File: src/rtl/slk_pkg.sv
package slk_pkg;
  // Per-cycle timing events shared between the frame timer and the shifters.
  typedef struct packed {
    logic run;      // frame machinery active
    logic load;     // next edge starts a new frame
    logic bit_adv;  // next edge ends the current bit (sclk falling)
    logic sample;   // next edge is an sclk rising edge
    logic last_bit; // current bit is the final bit of the frame
  } slk_tick_t;
endpackage

File: src/rtl/slk_frame_timer.sv
module slk_frame_timer
  import slk_pkg::*;
#(
  parameter int FRAME_BITS = 32,
  parameter int SEL_W      = 2,
  parameter int BASE_DIV   = 2,
  parameter int CNT_W      = 5
) (
  input  logic             clk,
  input  logic             rst,
  input  logic             active,
  input  logic [SEL_W-1:0] period_sel,
  output slk_tick_t        tick,
  output logic             sclk,
  output logic             sync
);
  localparam int BIT_W = $clog2(FRAME_BITS);

  logic [CNT_W-1:0] cnt_q, div, half;
  logic [BIT_W-1:0] bit_q;
  logic [SEL_W-1:0] sel_q;
  logic             run_q;
  logic             last, bit_end;

  assign div     = CNT_W'(BASE_DIV) << sel_q;
  assign half    = div >> 1;
  assign last    = (bit_q == BIT_W'(FRAME_BITS - 1));
  assign bit_end = run_q && (cnt_q == div - 1'b1);

  always_comb begin
    tick.run      = run_q;
    tick.bit_adv  = bit_end;
    tick.last_bit = last;
    tick.sample   = run_q && (cnt_q == half - 1'b1);
    tick.load     = active && (!run_q || (bit_end && last));
  end

  always_ff @(posedge clk) begin
    if (rst) begin
      run_q <= 1'b0;
      cnt_q <= '0;
      bit_q <= '0;
      sel_q <= '0;
    end else if (!active) begin
      run_q <= 1'b0;
      cnt_q <= '0;
      bit_q <= '0;
    end else begin
      run_q <= 1'b1;
      if (tick.load) begin
        cnt_q <= '0;
        bit_q <= '0;
        sel_q <= period_sel;
      end else if (bit_end) begin
        cnt_q <= '0;
        bit_q <= bit_q + 1'b1;
      end else begin
        cnt_q <= cnt_q + 1'b1;
      end
    end
  end

  assign sclk = run_q && (cnt_q >= half);
  assign sync = run_q && (bit_q == '0);
endmodule

File: src/rtl/slk_tx_shift.sv
module slk_tx_shift
  import slk_pkg::*;
#(
  parameter int PWR_W = 32
) (
  input  logic             clk,
  input  logic             rst,
  input  slk_tick_t        tick,
  input  logic             tx_en,
  input  logic [PWR_W-1:0] pwr_word,
  output logic             sdo
);
  logic [PWR_W-1:0] sh_q;

  always_ff @(posedge clk) begin
    if (rst) begin
      sh_q <= '0;
    end else if (tick.load) begin
      sh_q <= pwr_word;
    end else if (tick.bit_adv) begin
      sh_q <= {sh_q[PWR_W-2:0], 1'b0};
    end
  end

  assign sdo = tick.run && tx_en && sh_q[PWR_W-1];
endmodule

File: src/rtl/slk_rx_capture.sv
module slk_rx_capture
  import slk_pkg::*;
#(
  parameter int COEF_W = 16
) (
  input  logic              clk,
  input  logic              rst,
  input  slk_tick_t         tick,
  input  logic              rx_en,
  input  logic              sdi,
  output logic [COEF_W-1:0] a_q,
  output logic [COEF_W-1:0] b_q,
  output logic              valid_q
);
  localparam int FRAME_BITS = 2 * COEF_W;

  logic [FRAME_BITS-2:0] sh_q;
  logic [FRAME_BITS-1:0] word;
  logic                  good_q, commit;

  assign word   = {sh_q, sdi};
  assign commit = tick.sample && tick.last_bit && good_q && rx_en;

  always_ff @(posedge clk) begin
    if (rst) begin
      sh_q    <= '0;
      good_q  <= 1'b0;
      a_q     <= '0;
      b_q     <= '0;
      valid_q <= 1'b0;
    end else begin
      if (tick.load) begin
        good_q <= rx_en;
      end else if (!rx_en) begin
        good_q <= 1'b0;
      end
      if (tick.sample && rx_en) begin
        sh_q <= word[FRAME_BITS-2:0];
      end
      valid_q <= commit;
      if (commit) begin
        a_q <= word[FRAME_BITS-1:COEF_W];
        b_q <= word[COEF_W-1:0];
      end
    end
  end
endmodule

File: src/rtl/serial_power_link.sv
module serial_power_link
  import slk_pkg::*;
#(
  parameter int PWR_W    = 32,
  parameter int COEF_W   = 16,
  parameter int SEL_W    = 2,
  parameter int BASE_DIV = 2
) (
  input  logic              clk,
  input  logic              rst,
  input  logic [PWR_W-1:0]  pwr_word,
  input  logic [SEL_W-1:0]  period_sel,
  input  logic              tx_en,
  input  logic              rx_en,
  input  logic [COEF_W-1:0] fb_a,
  input  logic [COEF_W-1:0] fb_b,
  input  logic              sdi,
  output logic              sclk,
  output logic              sync,
  output logic              sdo,
  output logic [COEF_W-1:0] coef_a,
  output logic [COEF_W-1:0] coef_b,
  output logic              coef_valid
);
  localparam int MAX_DIV = BASE_DIV << ((1 << SEL_W) - 1);
  localparam int CNT_W   = $clog2(MAX_DIV) + 1;

  slk_tick_t         tick;
  logic [COEF_W-1:0] rx_a, rx_b;

  slk_frame_timer #(
    .FRAME_BITS(PWR_W), .SEL_W(SEL_W), .BASE_DIV(BASE_DIV), .CNT_W(CNT_W)
  ) u_timer (
    .clk(clk), .rst(rst), .active(tx_en || rx_en), .period_sel(period_sel),
    .tick(tick), .sclk(sclk), .sync(sync)
  );

  slk_tx_shift #(.PWR_W(PWR_W)) u_tx (
    .clk(clk), .rst(rst), .tick(tick), .tx_en(tx_en),
    .pwr_word(pwr_word), .sdo(sdo)
  );

  slk_rx_capture #(.COEF_W(COEF_W)) u_rx (
    .clk(clk), .rst(rst), .tick(tick), .rx_en(rx_en), .sdi(sdi),
    .a_q(rx_a), .b_q(rx_b), .valid_q(coef_valid)
  );

  assign coef_a = rx_en ? rx_a : fb_a;
  assign coef_b = rx_en ? rx_b : fb_b;
endmodule

File: config.mk
export PLATFORM = sky130hd
export DESIGN_NAME = serial_power_link
export DESIGN_NICKNAME = d
export VERILOG_FILES = /design/src/rtl/slk_pkg.sv /design/src/rtl/slk_frame_timer.sv /design/src/rtl/slk_tx_shift.sv /design/src/rtl/slk_rx_capture.sv /design/src/rtl/serial_power_link.sv
export SDC_FILE = /design/constraint.sdc
export NUM_CORES = 1
export LEC_CHECK = 0
export BUFFER_PORTS_ARGS = -buffer_cell sky130_fd_sc_hd__buf_2
export CORE_MARGIN = 2
export CORE_UTILIZATION = 49
export DETAILED_ROUTE_END_ITERATION = 6
export HOLD_SLACK_MARGIN = 0.02
export PLACE_DENSITY = 0.76
export SKIP_CTS_REPAIR_TIMING = 1
export SLEW_MARGIN = 10
export SYNTH_ARGS = -nofsm -noshare
export SYNTH_HDL_FRONTEND = slang
export SYNTH_SLANG_ARGS = --single-unit
File: constraint.sdc
create_clock -name clk -period 2.1 [get_ports clk]
set_clock_uncertainty 0.2 [all_clocks]
set_input_delay 0.315 -clock clk [delete_from_list [all_inputs] [get_ports clk]]
set_output_delay 0.315 -clock clk [all_outputs]
set_load 0.1 [all_outputs]
# Yosys cells after proc, flatten, opt, wreduce, memory -nomap -nowiden
# Cells that the tools add are included.
# word_totals
rom_bits,0
mem_count,0
inputBits,71
elab_cells,48
regBits,110
ramBits,0
latch_bits,0
output_inout_bits,36
# op_classes
n_lt_le_gt_ge,1
n_reduce_logical,20
n_bitwise,1
n_shift,1
n_div,0
muxes,7
n_addsub,4
n_mul,0
n_eq_ne,4
# op_table
operator,n
two-way mux 32 bit,2
two-way mux 16 bit,2
logical AND 1 bit,12
"adder 5 x 1 -> 5 bit, second input constant",2
== test 5 bit,2
"== test 5 bit, second input constant",1
>= comparator 5 x 4 -> 1 bit,1
zero test 5 bit,1
"left shift 2 x 2 -> 5 bit, first input constant",1
"subtractor 4 x 1 -> 5 bit, second input constant",1
"subtractor 5 x 1 -> 5 bit, second input constant",1
OR reduction 4 bit,1
two-way mux 1 bit,3
OR reduction 3 bit,1
logical OR 1 bit,2
"inequality test 2 x 1 -> 1 bit, second input constant",1
AND reduction 2 bit,1
nonzero test 2 bit,1
zero test 1 bit,1
NOT 1 bit,1

# Depth between registers and ports, before layout
# depth
depth_word,8
depth_mapped,9
mapped_depth_nobuf,7

# Hierarchy
# Synthesis repeated with hierarchy kept, for this count alone.
# hier_totals
cells_unflattened,568
hier_area_um2,5930.7
# by_module_without_submodules
mod,area_each_um2,n_inst,seq_area_each_um2,cells_per_inst
slk_rx_capture,2849.0,1,1301.2,286
slk_tx_shift,1667.8,1,640.6,143
slk_frame_timer,867.1,1,260.2,102
serial_power_link,546.8,1,0.0,37

# Worst setup path after synthesis
# No wires, ideal clock.
# synth_timing
kind,reg2out
from,register u_timer.bit_q[0]
to,output port sync
n_path_buf,0
path_stages_with_launch,5
required_ps,1585
arrival_ps,3384
slack_ps,-1799
cell_sequence,dfxtp_1 > inv_1 > ha_1 > nand2_1 > nor4_1
# synth_via
elab_chain_len,2
# synth_lines
item,line_no,source
start: declaration,slk_frame_timer.sv:20,logic [BIT_W-1:0] bit_q;
start signal: assignment,slk_frame_timer.sv:56,bit_q <= bit_q + 1'b1;
zero test 5 bit,slk_frame_timer.sv:64,assign sync = run_q && (bit_q == '0);
logical AND 1 bit,slk_frame_timer.sv:64,
end: declaration,serial_power_link.sv:19,"output logic sync,"
# No other way between the ends.

# Worst setup path in the final report
# layout_timing
from,register u_timer.sel_q[0]
to,output port sclk
# layout_via
elab_chain_len,3
# layout_lines
item,line_no,source
start: declaration,slk_frame_timer.sv:21,logic [SEL_W-1:0] sel_q;
start signal: assignment,slk_frame_timer.sv:53,sel_q <= period_sel;
left shift 2 x 2 -> 5 bit,slk_frame_timer.sv:25,assign div = CNT_W'(BASE_DIV) << sel_q;
>= comparator 5 x 4 -> 1 bit,slk_frame_timer.sv:63,assign sclk = run_q && (cnt_q >= half);
logical AND 1 bit,slk_frame_timer.sv:63,
end: declaration,serial_power_link.sv:18,"output logic sclk,"
# No other way between the ends.

==> results.cfg <==
[pwr]
power_density_nw_per_um2 = 630
leakagePower_nw = 2.78
combPwrFrac = 0.228
peakVddDrop_mv = 0.325
switching_power_mw = 1.36
switching_share = 0.308
p_int_mw = 3.05
p_clk_frac = 0.276
total_power_mw = 4.41
seqPwrFrac = 0.496

[clocking]
root_buffer = clkbuf_8
cts_max_level = 3
clock_latency_ns = 0.37
clockBufferDepth = 2
clock_sinks = 110
cts_tree = yes
cts_made_buffers = 9
clkTransAtPathRegs_ns = 0.10

[placed_design]
io_buffers = 106
place_ws_ns = -0.0924
hpwl_mm = 7.39
gp_congestion = 0.764
dpl_cell_area_um2 = 6200
placed_cells = 713

[synthesis]
synth_area_um2 = 4900
yosysUniqueCellTypes = 41
synth_seq_cells = 110
yosys_warnings = 0
muxShareOfSynthArea = 0.206
syn_nets = 568
synth-xor-area-share = 0.0107
synthAdderAreaFrac = 0.0204
synth.yosys.seq_area_share = 0.450
synth_top_family_by_area = multiplexers
synthSimpleGateAreaFrac = 0.106
syn_inst = 489
synth_compound_area_frac = 0.135
syn_avg_cell_area_um2 = 10.0

[min_path]
holdPathEnd = u_tx.sh_q[31]$_SDFFE_PP0P_
hp-start = pwr_word[31]
whs_path_depth = 2
hold_path_class = input port to flop

[floorplanning]
die_w_um = 104
core-area_um2 = 9730
num_io_pins = 107
fp.dieH_um = 104
num_rows = 36
design.die.area_um2 = 10800
initial_core_util = 0.503

[setup_path]
required_ns = 1.58
r2r_cells = 8
regToRegSetupSlack_ns = -0.12
timing.rr.start = u_timer.sel_q[0]$_SDFFE_PP0P_
cp-start-kind = flop
crit_arrival_ns = 1.88
critPathKind = flop to output port
cp-end-kind = output port
critical_path.max_fanout = 5
r2r-end = u_tx.sh_q[21]$_SDFFE_PP0P_

[final_layout]
final_core_util = 0.720
areaGrowthSynthToFinish_pct = 42.9
n_fill_cell = 707
diodes = 0
layout_common_cells = dfxtp_1 (106), nor2_1 (76), buf_2 (71)
final_common_cell = dfxtp_1
finalInstanceArea_um2 = 7000
final_net_count = 714
drive_above_1_share = 0.394
instances_no_fill = 773

[detailed_routing]
routed_wl_mm = 11.7
drt_iter0_drc = 144
antenna_left = 0
vias = 4025
drt_pass1_iterations = 4
wl_per_cell_um = 15.1
vias_per_cell = 5.21
drcViolationCount = 0

[sta]
grt_setup_unrepaired = true
max_freq_mhz = 417
worstMarginPinSlew_ns = 0.616
setup_violations = 52
fin_crit_sh = 1.14
finalHoldViolCount = 0
setup_slack_ns = -0.298
post-route-min-period_ns = 2.40
slew-limit-headroom = 0.587
slew_viol_final = 0
timing.hold.ws_ns = 0.0291
tns_ns = -3.84

[global_routing]
antenna_found_initial = 0
first_global_vias = 3772
grt_max_degree = 42
gr-total-overflow = 0
grt_pass1_wl_mm = 17.4
grt_use_total = 0.192

[status]
failed_checks = setup timing
status = finished, violations left

[flow_run]
cap_violations = 0
==> sequential cells by signal, summed over array words and instances, names as in the netlist <==
register	cells
u_rx.b_q	16
u_rx.sh_q	31
u_rx.good_q	1
u_timer.bit_q	5
u_tx.sh_q	32
u_rx.valid_q	1
u_timer.sel_q	2
u_timer.cnt_q	5
u_rx.a_q	16
u_timer.run_q	1
==> routing by layer <==
layer,part of all wire,track usage
met1,0.44,0.252
met2,0.51,0.319
met3,0.043,0.0426
met4,0.014,0.0502
met5,0,0
==> kinds of logic (layout without fill, tap and decap cells) <==
| logic type | Yosys count | count (layout) |
|---|---|---|
| mux | 97 | 97 |
| xor+xnor | 6 | 6 |
| compound gates | 82 | 82 |
| flops | 110 | 110 |
| buf+inv | 72 | 223 |
| fa+ha+maj | 8 | 8 |
| simple gates | 114 | 114 |
==> cell usage after synthesis (all sizes together) <==
master / n / share of area
nand2b: 3 / 0.0038
nor2b: 4 / 0.0051
nor4: 2 / 0.0026
mux2i: 65 / 0.13
nor2: 78 / 0.060
nand2: 10 / 0.0092
dfxtp: 110 / 0.45
o2111a: 1 / 0.0026
o2bb2a: 1 / 0.0020
o21ai: 5 / 0.0082
clkbuf: 16 / 0.012
or4b: 1 / 0.0020
or3: 2 / 0.0036
inv: 38 / 0.029
nor3: 2 / 0.0043
nand3b: 2 / 0.0031
mux2: 32 / 0.074
a21boi: 2 / 0.0031
or2b: 1 / 0.0015
o221a: 31 / 0.071
xnor2: 3 / 0.0054
a311oi: 1 / 0.0018
nand3: 4 / 0.0041
and3: 3 / 0.0038
a31oi: 3 / 0.0069
and2: 1 / 0.0015
xor2: 3 / 0.0054
buf: 18 / 0.030
or4: 1 / 0.0015
ha: 8 / 0.020
a21oi: 38 / 0.040
==> power groups by stage <==
stage                     Clock (mW)  Sequential, mW  Combinational, mW
after global routing            1.34            2.20               1.06
after detailed placement           0            2.24              0.921
final                           1.22            2.19               1.00
after global placement             0            2.23              0.900
after CTS                       1.25            2.19              0.924
after floorplan                    0            2.23              0.602
==> worst max-delay path, cell delays in order (launching register included) <==
cell and delay, ns:
dfxtp_4 0.38, or2b_1 0.23, ha_1 0.29, a21oi_2 0.05, nor2b_1 0.13, o21ai_2 0.09
a21boi_4 0.15, buf_12 0.19
==> worst max-delay path by stage <==
stage / from / endpoint / slack, ns / depth (start not counted)
final: u_timer.sel_q[0]$_SDFFE_PP0P_ / sclk / -0.30 / 7
after global routing: u_timer.sel_q[0]$_SDFFE_PP0P_ / sclk / -0.41 / 7
after floorplan: u_timer.sel_q[0]$_SDFFE_PP0P_ / sclk / -0.15 / 7
after detailed placement: u_timer.sel_q[1]$_SDFFE_PP0P_ / u_rx.a_q[7]$_SDFFE_PP0P_ / -0.09 / 8
after CTS: u_timer.sel_q[0]$_SDFFE_PP0P_ / sclk / -0.44 / 7
after global placement: u_timer.sel_q[1]$_SDFFE_PP0P_ / u_rx.a_q[8]$_SDFFE_PP0P_ / -0.003 / 8
==> area by class of cell <==
cell class | instances | area [µm²] | area share
multi-input combinational | 307 | 2490 | 0.356
sequential | 110 | 2210 | 0.316
timing repair buffer | 169 | 1790 | 0.256
tap | 133 | 166 | 0.0238
inverter | 38 | 145 | 0.0207
clock buffer | 9 | 124 | 0.0177
clock inverter | 7 | 67.6 | 0.00965
Note: power is estimated with default switching activity, not from simulation.
